**src/rtl/tvs_pkg.sv**
```systemverilog
package tvs_pkg;
  localparam int unsigned DEF_RAND_W  = 16;
  localparam logic [15:0] DEF_SEED    = 16'hCCCC;
  localparam logic [15:0] DEF_TAPS    = 16'h8805;
  localparam int unsigned DEF_SET_W   = 2;
  localparam int unsigned DEF_IDX_W   = 4;
  localparam int unsigned DEF_VPN_W   = 19;
  localparam int unsigned DEF_PID_W   = 8;
  localparam int unsigned DEF_TYPE_W  = 2;
  localparam int unsigned DEF_CAUSE_W = 32;
endpackage

```
**src/rtl/tvs_rst_sync.sv**
```systemverilog
module tvs_rst_sync #(
  parameter int unsigned STAGES = 2
) (
  input  logic clk,
  input  logic rst_n,
  output logic rst_n_s
);
  logic [STAGES-1:0] sync_q;

  always_ff @(posedge clk or negedge rst_n) begin
    if (!rst_n) sync_q <= '0;
    else        sync_q <= {sync_q[STAGES-2:0], 1'b1};
  end

  assign rst_n_s = sync_q[STAGES-1];
endmodule

```
**src/rtl/tvs_rand_gen.sv**
```systemverilog
module tvs_rand_gen #(
  parameter int unsigned         W    = 16,
  parameter logic [W-1:0]        SEED = '1,
  parameter logic [W-1:0]        TAPS = '1
) (
  input  logic         clk,
  input  logic         rst_n,
  input  logic         step_i,
  output logic [W-1:0] state_o
);
  logic [W-1:0] state_q, state_d;
  logic         fb;

  always_comb begin
    fb      = ^(state_q & TAPS);
    state_d = state_q;
    if (step_i) state_d = {fb, state_q[W-1:1]};
  end

  always_ff @(posedge clk or negedge rst_n) begin
    if (!rst_n) state_q <= SEED;
    else        state_q <= state_d;
  end

  assign state_o = state_q;
endmodule

```
**src/rtl/tvs_fault_ctx.sv**
```systemverilog
module tvs_fault_ctx #(
  parameter int unsigned SET_W   = 2,
  parameter int unsigned IDX_W   = 4,
  parameter int unsigned VPN_W   = 19,
  parameter int unsigned PID_W   = 8,
  parameter int unsigned TYPE_W  = 2,
  parameter int unsigned CAUSE_W = 32,
  localparam int unsigned SEL_W  = SET_W + IDX_W,
  localparam int unsigned TYPE_LO = PID_W,
  localparam int unsigned VPN_LO  = CAUSE_W - VPN_W
) (
  input  logic               clk,
  input  logic               rst_n,
  input  logic               fault_i,
  input  logic               miss_i,
  input  logic [SET_W-1:0]   rand_set_i,
  input  logic [SET_W-1:0]   hit_set_i,
  input  logic [VPN_W-1:0]   vpn_i,
  input  logic [PID_W-1:0]   pid_i,
  input  logic [TYPE_W-1:0]  acc_type_i,
  output logic [SEL_W-1:0]   sel_o,
  output logic [CAUSE_W-1:0] cause_o
);
  logic [SEL_W-1:0]   sel_q, sel_d;
  logic [CAUSE_W-1:0] cause_q, cause_d;
  logic [SET_W-1:0]   set_pick;

  always_comb begin
    set_pick = miss_i ? rand_set_i : hit_set_i;
    sel_d    = {set_pick, vpn_i[IDX_W-1:0]};
    cause_d  = cause_q;
    cause_d[PID_W-1:0]                 = pid_i;
    cause_d[TYPE_LO+TYPE_W-1:TYPE_LO]  = acc_type_i;
    cause_d[CAUSE_W-1:VPN_LO]          = vpn_i;
  end

  always_ff @(posedge clk or negedge rst_n) begin
    if (!rst_n) begin
      sel_q   <= '0;
      cause_q <= '0;
    end else if (fault_i) begin
      sel_q   <= sel_d;
      cause_q <= cause_d;
    end
  end

  assign sel_o   = sel_q;
  assign cause_o = cause_q;
endmodule

```
**src/rtl/tlb_victim_sel.sv**
```systemverilog
module tlb_victim_sel
  import tvs_pkg::*;
#(
  parameter int unsigned          RAND_W  = DEF_RAND_W,
  parameter logic [RAND_W-1:0]    SEED    = DEF_SEED,
  parameter logic [RAND_W-1:0]    TAPS    = DEF_TAPS,
  parameter int unsigned          SET_W   = DEF_SET_W,
  parameter int unsigned          IDX_W   = DEF_IDX_W,
  parameter int unsigned          VPN_W   = DEF_VPN_W,
  parameter int unsigned          PID_W   = DEF_PID_W,
  parameter int unsigned          TYPE_W  = DEF_TYPE_W,
  parameter int unsigned          CAUSE_W = DEF_CAUSE_W,
  localparam int unsigned         SEL_W   = SET_W + IDX_W
) (
  input  logic               clk,
  input  logic               rst_n,
  input  logic               fault_i,
  input  logic               miss_i,
  input  logic [TYPE_W-1:0]  acc_type_i,
  input  logic [VPN_W-1:0]   vpn_i,
  input  logic [SET_W-1:0]   hit_set_i,
  input  logic [PID_W-1:0]   pid_i,
  output logic [RAND_W-1:0]  lfsr_o,
  output logic [SEL_W-1:0]   sel_o,
  output logic [CAUSE_W-1:0] cause_o
);
  logic rst_n_s;

  tvs_rst_sync #(.STAGES(2)) u_rst (
    .clk(clk), .rst_n(rst_n), .rst_n_s(rst_n_s)
  );

  tvs_rand_gen #(.W(RAND_W), .SEED(SEED), .TAPS(TAPS)) u_rand (
    .clk(clk), .rst_n(rst_n_s), .step_i(fault_i), .state_o(lfsr_o)
  );

  tvs_fault_ctx #(
    .SET_W(SET_W), .IDX_W(IDX_W), .VPN_W(VPN_W), .PID_W(PID_W),
    .TYPE_W(TYPE_W), .CAUSE_W(CAUSE_W)
  ) u_ctx (
    .clk(clk), .rst_n(rst_n_s), .fault_i(fault_i), .miss_i(miss_i),
    .rand_set_i(lfsr_o[SET_W-1:0]), .hit_set_i(hit_set_i),
    .vpn_i(vpn_i), .pid_i(pid_i), .acc_type_i(acc_type_i),
    .sel_o(sel_o), .cause_o(cause_o)
  );
endmodule

```
**config.mk**
```make
export PLATFORM = sky130hd
export DESIGN_NAME = tlb_victim_sel
export DESIGN_NICKNAME = d
export VERILOG_FILES = /design/src/rtl/tvs_pkg.sv /design/src/rtl/tvs_rst_sync.sv /design/src/rtl/tvs_rand_gen.sv /design/src/rtl/tvs_fault_ctx.sv /design/src/rtl/tlb_victim_sel.sv
export SDC_FILE = /design/constraint.sdc
export NUM_CORES = 1
export LEC_CHECK = 0
export BUFFER_PORTS_ARGS = -buffer_cell sky130_fd_sc_hd__buf_4
export CORE_ASPECT_RATIO = 0.9
export CORE_MARGIN = 2
export CORE_UTILIZATION = 45
export CTS_CLUSTER_DIAMETER = 40
export DETAILED_ROUTE_END_ITERATION = 7
export PLACE_DENSITY_LB_ADDON = 0.2
export SETUP_SLACK_MARGIN = 0.4
export SLEW_MARGIN = 20
export SYNTH_ARGS = -nofsm -noshare
export SYNTH_HDL_FRONTEND = slang
export SYNTH_SLANG_ARGS = --single-unit
```
**constraint.sdc**
```tcl
create_clock -name clk -period 2.17 [get_ports clk]
set_clock_uncertainty 0.1 [all_clocks]
set_input_delay 0.651 -clock clk [delete_from_list [all_inputs] [get_ports clk]]
set_output_delay 0.651 -clock clk [all_outputs]
set_load 0.02 [all_outputs]
```
## After elaboration in Yosys (flattened, before gate mapping)

Index checks and enable logic that the tools add are counted.
W data, S select, Z words.

| word-level totals | value |
|---|---|
| output and inout port bits | 54 |
| bits in registers | 53 |

| cells by class | value |
|---|---|
| mux-type cells | 1 |
| reductions and logical operators | 1 |

Operator list:

| kind | number |
|---|---|
| $reduce_xor A16 Y1 | 1 |
| $mux W2 | 1 |

## Depth between registers and ports, before layout

Gate-level depths: netlist of run 1.

| depth | value |
|---|---|
| depth after elaboration | 1 |
| depth in mapped cells | 4 |
| depth with buffers taken out | 3 |

## Modules after synthesis

Synthesis of run 1 repeated with hierarchy kept, for this count alone.

| second synthesis, totals | value |
|---|---|
| cell total of the unflattened synthesis | 120 |
| area, all modules | 2089.5 um2 |

Modules (own cells, without submodules):

| module | seq. area each (um2) | area an instance (um2) | instances | cells an instance |
|---|---|---|---|---|
| tvs_fault_ctx | 775.7 | 1356.3 | 1 | 78 |
| tvs_rand_gen | 410.4 | 679.4 | 1 | 39 |
| tvs_rst_sync | 50.0 | 53.8 | 1 | 3 |

## Worst setup path before layout of run 1

No wires, ideal clock.

| timing | value |
|---|---|
| kind | input port to flip-flop |
| start | input fault_i |
| end | register u_rand.state_q[5] (netlist: u_rand.state_o[5]) |
| setup time | 0.125 ns |
| data arrival time | 1.277 ns |
| stages on the path | 3 |
| setup slack | 0.668 ns |
| data required time | 1.945 ns |
| cells stage by stage | buf_4 buf_4 mux2_2 |

RTL lines:

| item | RTL line | text |
|---|---|---|
| start: declaration | tlb_victim_sel.sv:17 | `input logic fault_i,` |
| end signal: assignment | tvs_rand_gen.sv:22 | `else state_q <= state_d;` |
| end: declaration | tvs_rand_gen.sv:11 | `logic [W-1:0] state_q, state_d;` |

No word-level cell between the ends.

## Worst setup path after layout of run 1

| timing | value |
|---|---|
| start | register u_rand.state_q[2] (netlist: u_rand.state_o[2]) |
| end | output lfsr_o[2] |

RTL lines:

| item | RTL line | text |
|---|---|---|
| end: declaration | tlb_victim_sel.sv:23 | `output logic [RAND_W-1:0] lfsr_o,` |

No word-level cell between the ends.

==> impl_metrics.tcl, run 1 <==
set metrics [dict create \
    outcome "finished, final reports clean" \
    period_minus_slack_ns 1.73 \
    ys_types 14 \
    top_layer "met4" \
    drc_errors 0 \
    hold_class "flop to async pin" \
    grt_pass1_vias 1239 \
    synth_area_um2 1890 \
    yosysTopAreaCell "dfrtp_1" \
    layout_common_cells "89 x buf_4, 43 x mux2_2, 40 x dfrtp_1" \
    wirelength_mm 3.66 \
    cts-root-buf "clkbuf_8" \
    core_area_um2 4070 \
    final_common_cell "buf_4" \
    port_buffers 85 \
    period_share_pct 79.6 \
    grt_overflow 0 \
    hold_viol 0 \
    crit_chain "buf_4" \
    yosysSeqAreaShare_pct 65.3 \
    grt_pass1_wl_mm 5.79 \
    drt-met1-wl_mm 1.53 \
    rsz0062_at_grt "no" \
    dr.pass1.iters 3 \
    pre_cts_ws_ns 0.392 \
    dpl_cell_area_um2 2570 \
    synth_warnings 0 \
    maxCapViolCount 0 \
    cts_resized 0 \
    fmax_ghz 0.579 \
    clk_path_buf_depth 2 \
    max_stage_delay_ns 0.55 \
    critPathKind "flop to primary output" \
    cp-end-kind "primary output" \
    utilization_pct 65.8 \
    drive_gt1_share_pct 71.8 \
    cts_tree "yes" \
    slowest_stage "dfstp_2" \
    slew_violations 0 \
    met2RoutedLength_mm 1.82 \
    peakVddDrop_v 0.000701 \
    drt_iter0_drc 57 \
    grt_max_degree 27 \
    area_delta_synth_final_pct 41.5 \
    synth.avg_cell_area_um2 15.9 \
    design_area_um2 2680 \
    critPathBufInv 1 \
    htree_levels 2 \
    p_leak_nw 1.29 \
    dieHeight_um 65.6 \
    grt_antenna_before_repair 0 \
    place_hpwl_mm 2.82 \
    max_slew_margin_pct 66.6 \
    worstMarginPinSlew_ns 0.501 \
    critPathRequiredTime_ns 1.42 \
    worstPathArrival_ns 0.98 \
    num_vias 1215 \
    ant_nets 0 \
    routabilityCongestion 0.742 \
    path_clk_slew_ns 0.08 \
    setup_violations 0 \
    insertion_delay_ns 0.29 \
    crit_fanout 3 \
    clock-sinks 49 \
    start_util_pct 46.5 \
    nets 243 \
    p_per_area_nw_per_um2 1070 \
    synth_top_area_share_pct 54.2 \
    setup_tns_ns 0 \
    placementRows 22 \
    wl_met3_um 273 \
    n_fill_cell 295 \
    finalWorstSetupSlack_ns 0.442 \
    wl_per_cell_um 14.3 \
    ioPinCount 89 \
    die-area_um2 4750 \
    grt_usage_pct 16.1 \
    whs_ns 0.139 \
    die_w_um 72.4 \
    synth_cells 119 \
    ys_ff_latch 49 \
    cpLargestDelayFamily "flip-flops" \
    cp-start-kind "flop" \
    antenna_cells 0 \
    post_drt_via_cell_ratio 4.73 \
    synthTopCellsByArea "dfrtp_1 54%, mux2_2 26%, dfstp_2 11%" \
    numCtsBuffers 5 \
]
-- cells in the mapped netlist --
library cell and count:
nand2_1 1, nand2b_1 1, dfrtp_1 41, o21ai_0 1, a21oi_1 2, mux2i_1 3
buf_4 9, nor2_1 2, dfstp_2 8, buf_2 3, inv_1 1, mux2_2 43
xor2_1 2, conb_1 2
-- report_power, final --
| part | total [mW] | leakage (nW) | switching (mW) | internal, mW |
|---|---|---|---|---|
| Sequential | 1.34 | 0.565 | 0.155 | 1.18 |
| Clock | 0.493 | 0.0450 | 0.269 | 0.223 |
| Combinational | 1.04 | 0.681 | 0.505 | 0.535 |
-- sequential cells by signal, indices dropped and copies added, names as in the netlist --
| name | flops |
|---|---|
| u_rst.sync_q | 2 |
| u_rand.state_o | 16 |
| u_ctx.cause_o | 29 |
| u_ctx.sel_o | 2 |
-- layer usage --
layer	GRT usage [%]	up-vias
met1	19.5	593
met2	27.4	50
li1	-	567
met5	0	-
met3	4.45	5
met4	6.25	0
-- per-stage QoR --
stage,power (mW),instances
after global routing,3.03,257
after CTS,2.90,255
final,2.87,257
after detailed placement,2.37,245
after global placement,2.34,245
after floorplan,1.90,121
-- cells by family (layout without fill, tap and decap cells) --
kind of cell	count (synthesis)	after routing	synth area share (%)
DFF	49	49	65.3
muxes	46	46	27.1
buffers and inverters	13	101	4.56
and+or+nand+nor	4	4	0.925
AOI/OAI and AO/OA	3	3	0.792
other	2	4	0.396
xor gates and xnor gates	2	2	0.925
-- layout make-up --
cell class	instances	area (um2)	share of cell area, %
clock buffer	6	72.6	2.71
clock inverter	2	10.0	0.373
inverter	1	3.75	0.140
multi-input combinational	59	579	21.6
sequential	49	1240	46.2
tap	48	60.1	2.24
timing repair buffer	92	718	26.8
-- what timing repair did --
item,4_1_cts,5_1_grt
hold buffers,0,1
setup buffers,2,1
endpoints found under the hold margin,0,2
gates cloned,0,0
endpoints found under the setup margin,2,1
-- worst paths after layout --
kind                                           startpoint                        endpoint  slack, ns  cells past startpoint
setup reg to reg           u_rand.state_o[11]$_DFFE_PN1P_  u_rand.state_o[15]$_DFFE_PN1P_       0.76                      4
max in group asynchronous       u_rst.sync_q[1]$_DFF_PN0_   u_rand.state_o[7]$_DFFE_PN1P_       1.24                      1
hold reg to reg                 u_rst.sync_q[1]$_DFF_PN0_    u_ctx.cause_o[3]$_DFFE_PN0P_       0.14                      0
setup / recovery            u_rand.state_o[2]$_DFFE_PN1P_                       lfsr_o[2]       0.44                      1
min in group clk                u_rst.sync_q[0]$_DFF_PN0_       u_rst.sync_q[1]$_DFF_PN0_       0.26                      0
hold / removal                  u_rst.sync_q[1]$_DFF_PN0_    u_ctx.cause_o[3]$_DFFE_PN0P_       0.14                      0
(Power assumes the default switching activity.)
==> inputs of run 2 (changes only) <==
clock period = 1.7 ns   (was 2.17 ns; I/O delays follow)
==> impl_metrics.tcl, run 2 (same netlist as run 1, synthesis figures left out) <==
set metrics [dict create \
    outcome "finished, final reports clean" \
    cts-root-buf "clkbuf_8" \
    wl_per_cell_um 14.7 \
    regToRegSetupSlack_ns 0.32 \
    placementRows 22 \
    rsz0062_at_grt "yes" \
    setup_tns_ns 0 \
    ant_nets 0 \
    pre_cts_ws_ns 0.175 \
    num_vias 1326 \
    fmax_ghz 0.630 \
    numCtsBuffers 5 \
    p_leak_nw 1.46 \
    maxCapViolCount 0 \
    dieHeight_um 65.6 \
    insertion_delay_ns 0.29 \
    p_per_area_nw_per_um2 1360 \
    routabilityCongestion 0.714 \
    grt_usage_pct 17.9 \
    largest_register_ffs 29 \
    regToRegEndpoint "u_rand.state_o[15]$_DFFE_PN1P_" \
    peakVddDrop_v 0.000707 \
    crit_chain "buf_6" \
    grt_pass1_vias 1399 \
    clk_path_buf_depth 2 \
    die_w_um 72.4 \
    ioPinCount 89 \
    reg2regPathDepth 4 \
    nets 264 \
    dr.pass1.iters 5 \
    path_clk_slew_ns 0.08 \
    final_common_cell "buf_4" \
    antenna_cells 0 \
    die-area_um2 4750 \
    worstPathArrival_ns 0.98 \
    wirelength_mm 4.07 \
    clock-sinks 49 \
    cp-start-kind "flop" \
    slew_violations 0 \
    max_stage_delay_ns 0.57 \
    crit_fanout 3 \
    whs_ns 0.0666 \
    critPathRequiredTime_ns 1.09 \
    hold_class "flop to async pin" \
    drive_gt1_share_pct 74.7 \
    critPathKind "flop to primary output" \
    drt_iter0_drc 19 \
    period_minus_slack_ns 1.59 \
    grt_pass1_wl_mm 6.42 \
    cp-end-kind "primary output" \
    port_buffers 85 \
    core_area_um2 4070 \
    hold_viol 0 \
    drc_errors 0 \
    htree_levels 2 \
    critPathBufInv 1 \
    rr_startpoint "u_rand.state_o[11]$_DFFE_PN1P_" \
    grt_antenna_before_repair 0 \
    cpLargestDelayFamily "flip-flops" \
    slowest_stage "dfstp_2" \
    area_delta_synth_final_pct 61.0 \
    post_drt_via_cell_ratio 4.79 \
    start_util_pct 46.5 \
    place_hpwl_mm 2.89 \
    layout_common_cells "57 x buf_4, 52 x buf_6, 43 x mux2_2" \
    finalWorstSetupSlack_ns 0.112 \
    grt_max_degree 25 \
    setup_violations 0 \
    cts_tree "yes" \
    grt_overflow 0 \
    power.total_mw 4.14 \
    period_share_pct 93.4 \
    utilization_pct 74.8 \
]
run 2: changes by cell type in the layout (fill, tap and decap cells not counted), sizes merged:
cell,delta
buf,+21
clkinv,-1
run 2: worst max path at each step:
stage,from,end,slack (ns),cells after the start
global placement,fault_i,u_ctx.cause_o[25]$_DFFE_PN0P_,0.21,3
floorplan,u_rand.state_o[11]$_DFFE_PN1P_,u_rand.state_o[15]$_DFFE_PN1P_,0.39,3
finish,u_rand.state_o[15]$_DFFE_PN1P_,lfsr_o[15],0.11,1
detailed placement,fault_i,u_rand.state_o[15]$_DFFE_PN1P_,0.17,5
CTS,u_rand.state_o[15]$_DFFE_PN1P_,lfsr_o[15],0.09,1
global route,u_rand.state_o[15]$_DFFE_PN1P_,lfsr_o[15],0.08,1
run 2: metal layers:
metal	vias up	share of wire (%)	track usage [%]
met3	4	7.1	5.06
met4	0	0.74	5.56
met2	53	55	32.1
li1	612	-	-
met5	-	0	0
met1	657	37	20.8
run 2: repair_timing:
action                     CTS  global route
hold endpoints to repair     2             0
hold buffers                 1             0
setup endpoints to repair   52            52
pin swaps                    0             2
setup buffers               18             5
gates resized for setup     50             3
run 2: cell type report:
| type | instances | area [um2] |
|---|---|---|
| inverters | 1 | 3.75 |
| well taps | 48 | 60.1 |
| flip-flops and latches | 49 | 1240 |
| repair buffers | 113 | 1080 |
| clock inverters | 1 | 5.00 |
| clock buffers | 6 | 72.6 |
| multi-input cells | 59 | 587 |
| fillers | 277 | 1020 |
run 2: where the power goes:
part	switching (mW)	internal, mW	total [mW]
registers	0.223	1.51	1.73
logic	0.727	1.04	1.77
clock network	0.353	0.280	0.633
run 2: stage by stage:
stage / std cells / area, um2
6_report: 277 / 3050
5_1_grt: 277 / 3050
4_1_cts: 272 / 3000
3_5_place_dp: 246 / 2590
3_3_place_gp: 246 / 2590
2_1_floorplan: 121 / 1910
==> inputs of run 3 (changes only) <==
CORE_MARGIN = 3   (was 2)
CTS_CLUSTER_DIAMETER = unset   (was 40)
==> impl_metrics.tcl, run 3 (same netlist as run 1, synthesis figures left out) <==
set metrics [dict create \
    routabilityCongestion 0.748 \
    wirelength_mm 4.12 \
    ant_nets 0 \
    drive_gt1_share_pct 74.4 \
    area_delta_synth_final_pct 59.7 \
    ioPinCount 89 \
    htree_levels 2 \
    dp.cells 243 \
    stdcell_count 273 \
    fmax_ghz 0.638 \
    dr.pass1.iters 3 \
    grt_pass1_wl_mm 6.42 \
    rr_startpoint "u_rand.state_o[11]$_DFFE_PN1P_" \
    numCtsBuffers 5 \
    p_sw_share_pct 31.6 \
    grt_usage_pct 17.2 \
    multi_input_area_um2 587 \
    critPathRequiredTime_ns 1.09 \
    nets 261 \
    maxCapViolCount 0 \
    setup_violations 0 \
    drt_iter0_drc 25 \
    critPathKind "flop to primary output" \
    outcome "finished, final reports clean" \
    cts_tree "yes" \
    slowest_stage "dfstp_2" \
    max_stage_delay_ns 0.55 \
    place_hpwl_mm 2.79 \
    placementRows 21 \
    regToRegEndpoint "u_rand.state_o[15]$_DFFE_PN1P_" \
    wl_per_cell_um 15.1 \
    clk_path_buf_depth 2 \
    drc_errors 0 \
    seq_area_um2 1240 \
    layout_common_cells "55 x buf_4, 51 x buf_6, 43 x mux2_2" \
    setup_tns_ns 0 \
    path_clk_slew_ns 0.08 \
    pwr-share-seq_pct 41.8 \
    p_leak_nw 1.45 \
    pwr-share-clk_pct 15.2 \
    reg2regPathDepth 4 \
    cp-end-kind "primary output" \
    dieHeight_um 67.6 \
    start_util_pct 48.7 \
    grt_overflow 0 \
    power_frac_comb_pct 43.1 \
    slew_violations 0 \
    critPathBufInv 1 \
    cpLargestDelayFamily "flip-flops" \
    power.total_mw 4.16 \
    grt_antenna_before_repair 0 \
    clock-sinks 49 \
    grt_pass1_vias 1374 \
    worstPathArrival_ns 0.96 \
    p_per_area_nw_per_um2 1380 \
    cp-start-kind "flop" \
    period_minus_slack_ns 1.57 \
    rsz0062_at_grt "yes" \
    critPathLaunch "u_rand.state_o[14]$_DFFE_PN1P_" \
    hold_class "flop to async pin" \
    antenna_cells 0 \
    crit_fanout 2 \
    crit_path_end "lfsr_o[14]" \
    peakVddDrop_v 0.000758 \
    post_drt_via_cell_ratio 4.78 \
    path_depth 1 \
    p_sw_mw 1.31 \
    grt_max_degree 30 \
    die-area_um2 5030 \
    largest_register_ffs 29 \
    crit_chain "buf_6" \
    n_fill_cell 223 \
    cts-root-buf "clkbuf_8" \
    intPower_mw 2.85 \
    insertion_delay_ns 0.29 \
    num_vias 1304 \
    regToRegSetupSlack_ns 0.33 \
    period_share_pct 92.2 \
    die_w_um 74.4 \
    final_common_cell "buf_4" \
    core_area_um2 3890 \
    hold_viol 0 \
    port_buffers 85 \
]
==> run 3: cell count changes in the layout (fill, tap and decap cells not counted), sizes merged <==
cell	before	now
clkinv	1	2
buf	112	109
==> run 3: layout make-up <==
cell class | count | share of cell area (%)
repair buffers | 110 | 34.9
clock buffers | 6 | 2.40
well taps | 46 | 1.90
flip-flops and latches | 49 | 40.9
inverters | 1 | 0.124
multi-input cells | 59 | 19.4
clock inverters | 2 | 0.331
==> run 3: worst min-delay path by stage <==
stage | from | endpoint | slack, ns | cells past startpoint
after floorplan | rst_n | u_rst.sync_q[0]$_DFF_PN0_ | 0.11 | 0
after global routing | u_rst.sync_q[1]$_DFF_PN0_ | u_ctx.cause_o[21]$_DFFE_PN0P_ | 0.14 | 0
final | u_rst.sync_q[1]$_DFF_PN0_ | u_ctx.cause_o[21]$_DFFE_PN0P_ | 0.10 | 0
after global placement | u_rst.sync_q[1]$_DFF_PN0_ | u_ctx.cause_o[4]$_DFFE_PN0P_ | 0.11 | 0
after detailed placement | u_rst.sync_q[1]$_DFF_PN0_ | u_ctx.cause_o[21]$_DFFE_PN0P_ | 0.12 | 0
after CTS | u_rst.sync_q[1]$_DFF_PN0_ | u_ctx.cause_o[6]$_DFFE_PN0P_ | 0.13 | 0
==> run 3: stage by stage <==
| stage | instance area (um2) | util, % | hold slack [ns] | setup slack (ns) |
|---|---|---|---|---|
| 2_1_floorplan | 1910 | - | 0.114 | 0.391 |
| 3_3_place_gp | 2580 | 66.2 | 0.109 | 0.220 |
| 3_5_place_dp | 2580 | 66.2 | 0.123 | 0.184 |
| 4_1_cts | 2980 | 76.6 | 0.125 | 0.120 |
| 5_1_grt | 3030 | 77.8 | 0.142 | 0.0956 |
| 6_report | 3030 | 77.8 | 0.100 | 0.133 |
==> run 3: metal layers <==
layer	track usage, %	wire length (um)	vias up
li1	-	-	606
met1	20.9	1600	634
met2	28.6	2130	59
met3	6.10	348	5
met4	5.33	40	0
met5	0	0	-
==> run 3: power by group through the flow <==
| stage | combinational (mW) | sequential, mW | clock, mW |
|---|---|---|---|
| finish | 1.79 | 1.74 | 0.631 |
| global route | 1.91 | 1.78 | 0.706 |
| CTS | 1.73 | 1.74 | 0.658 |
| detailed placement | 1.27 | 1.76 | 0 |
| global placement | 1.25 | 1.74 | 0 |
| floorplan | 0.369 | 2.06 | 0 |
==> run 3: what timing repair did <==
| action | 4_1_cts | 5_1_grt |
|---|---|---|
| cloned | 0 | 0 |
| endpoints found under the hold margin | 2 | 0 |
| resized for setup | 51 | 1 |
| buffers inserted | 16 | 5 |
| endpoints found under the setup margin | 52 | 52 |
| hold buffers | 1 | 0 |
| pin swaps | 2 | 1 |
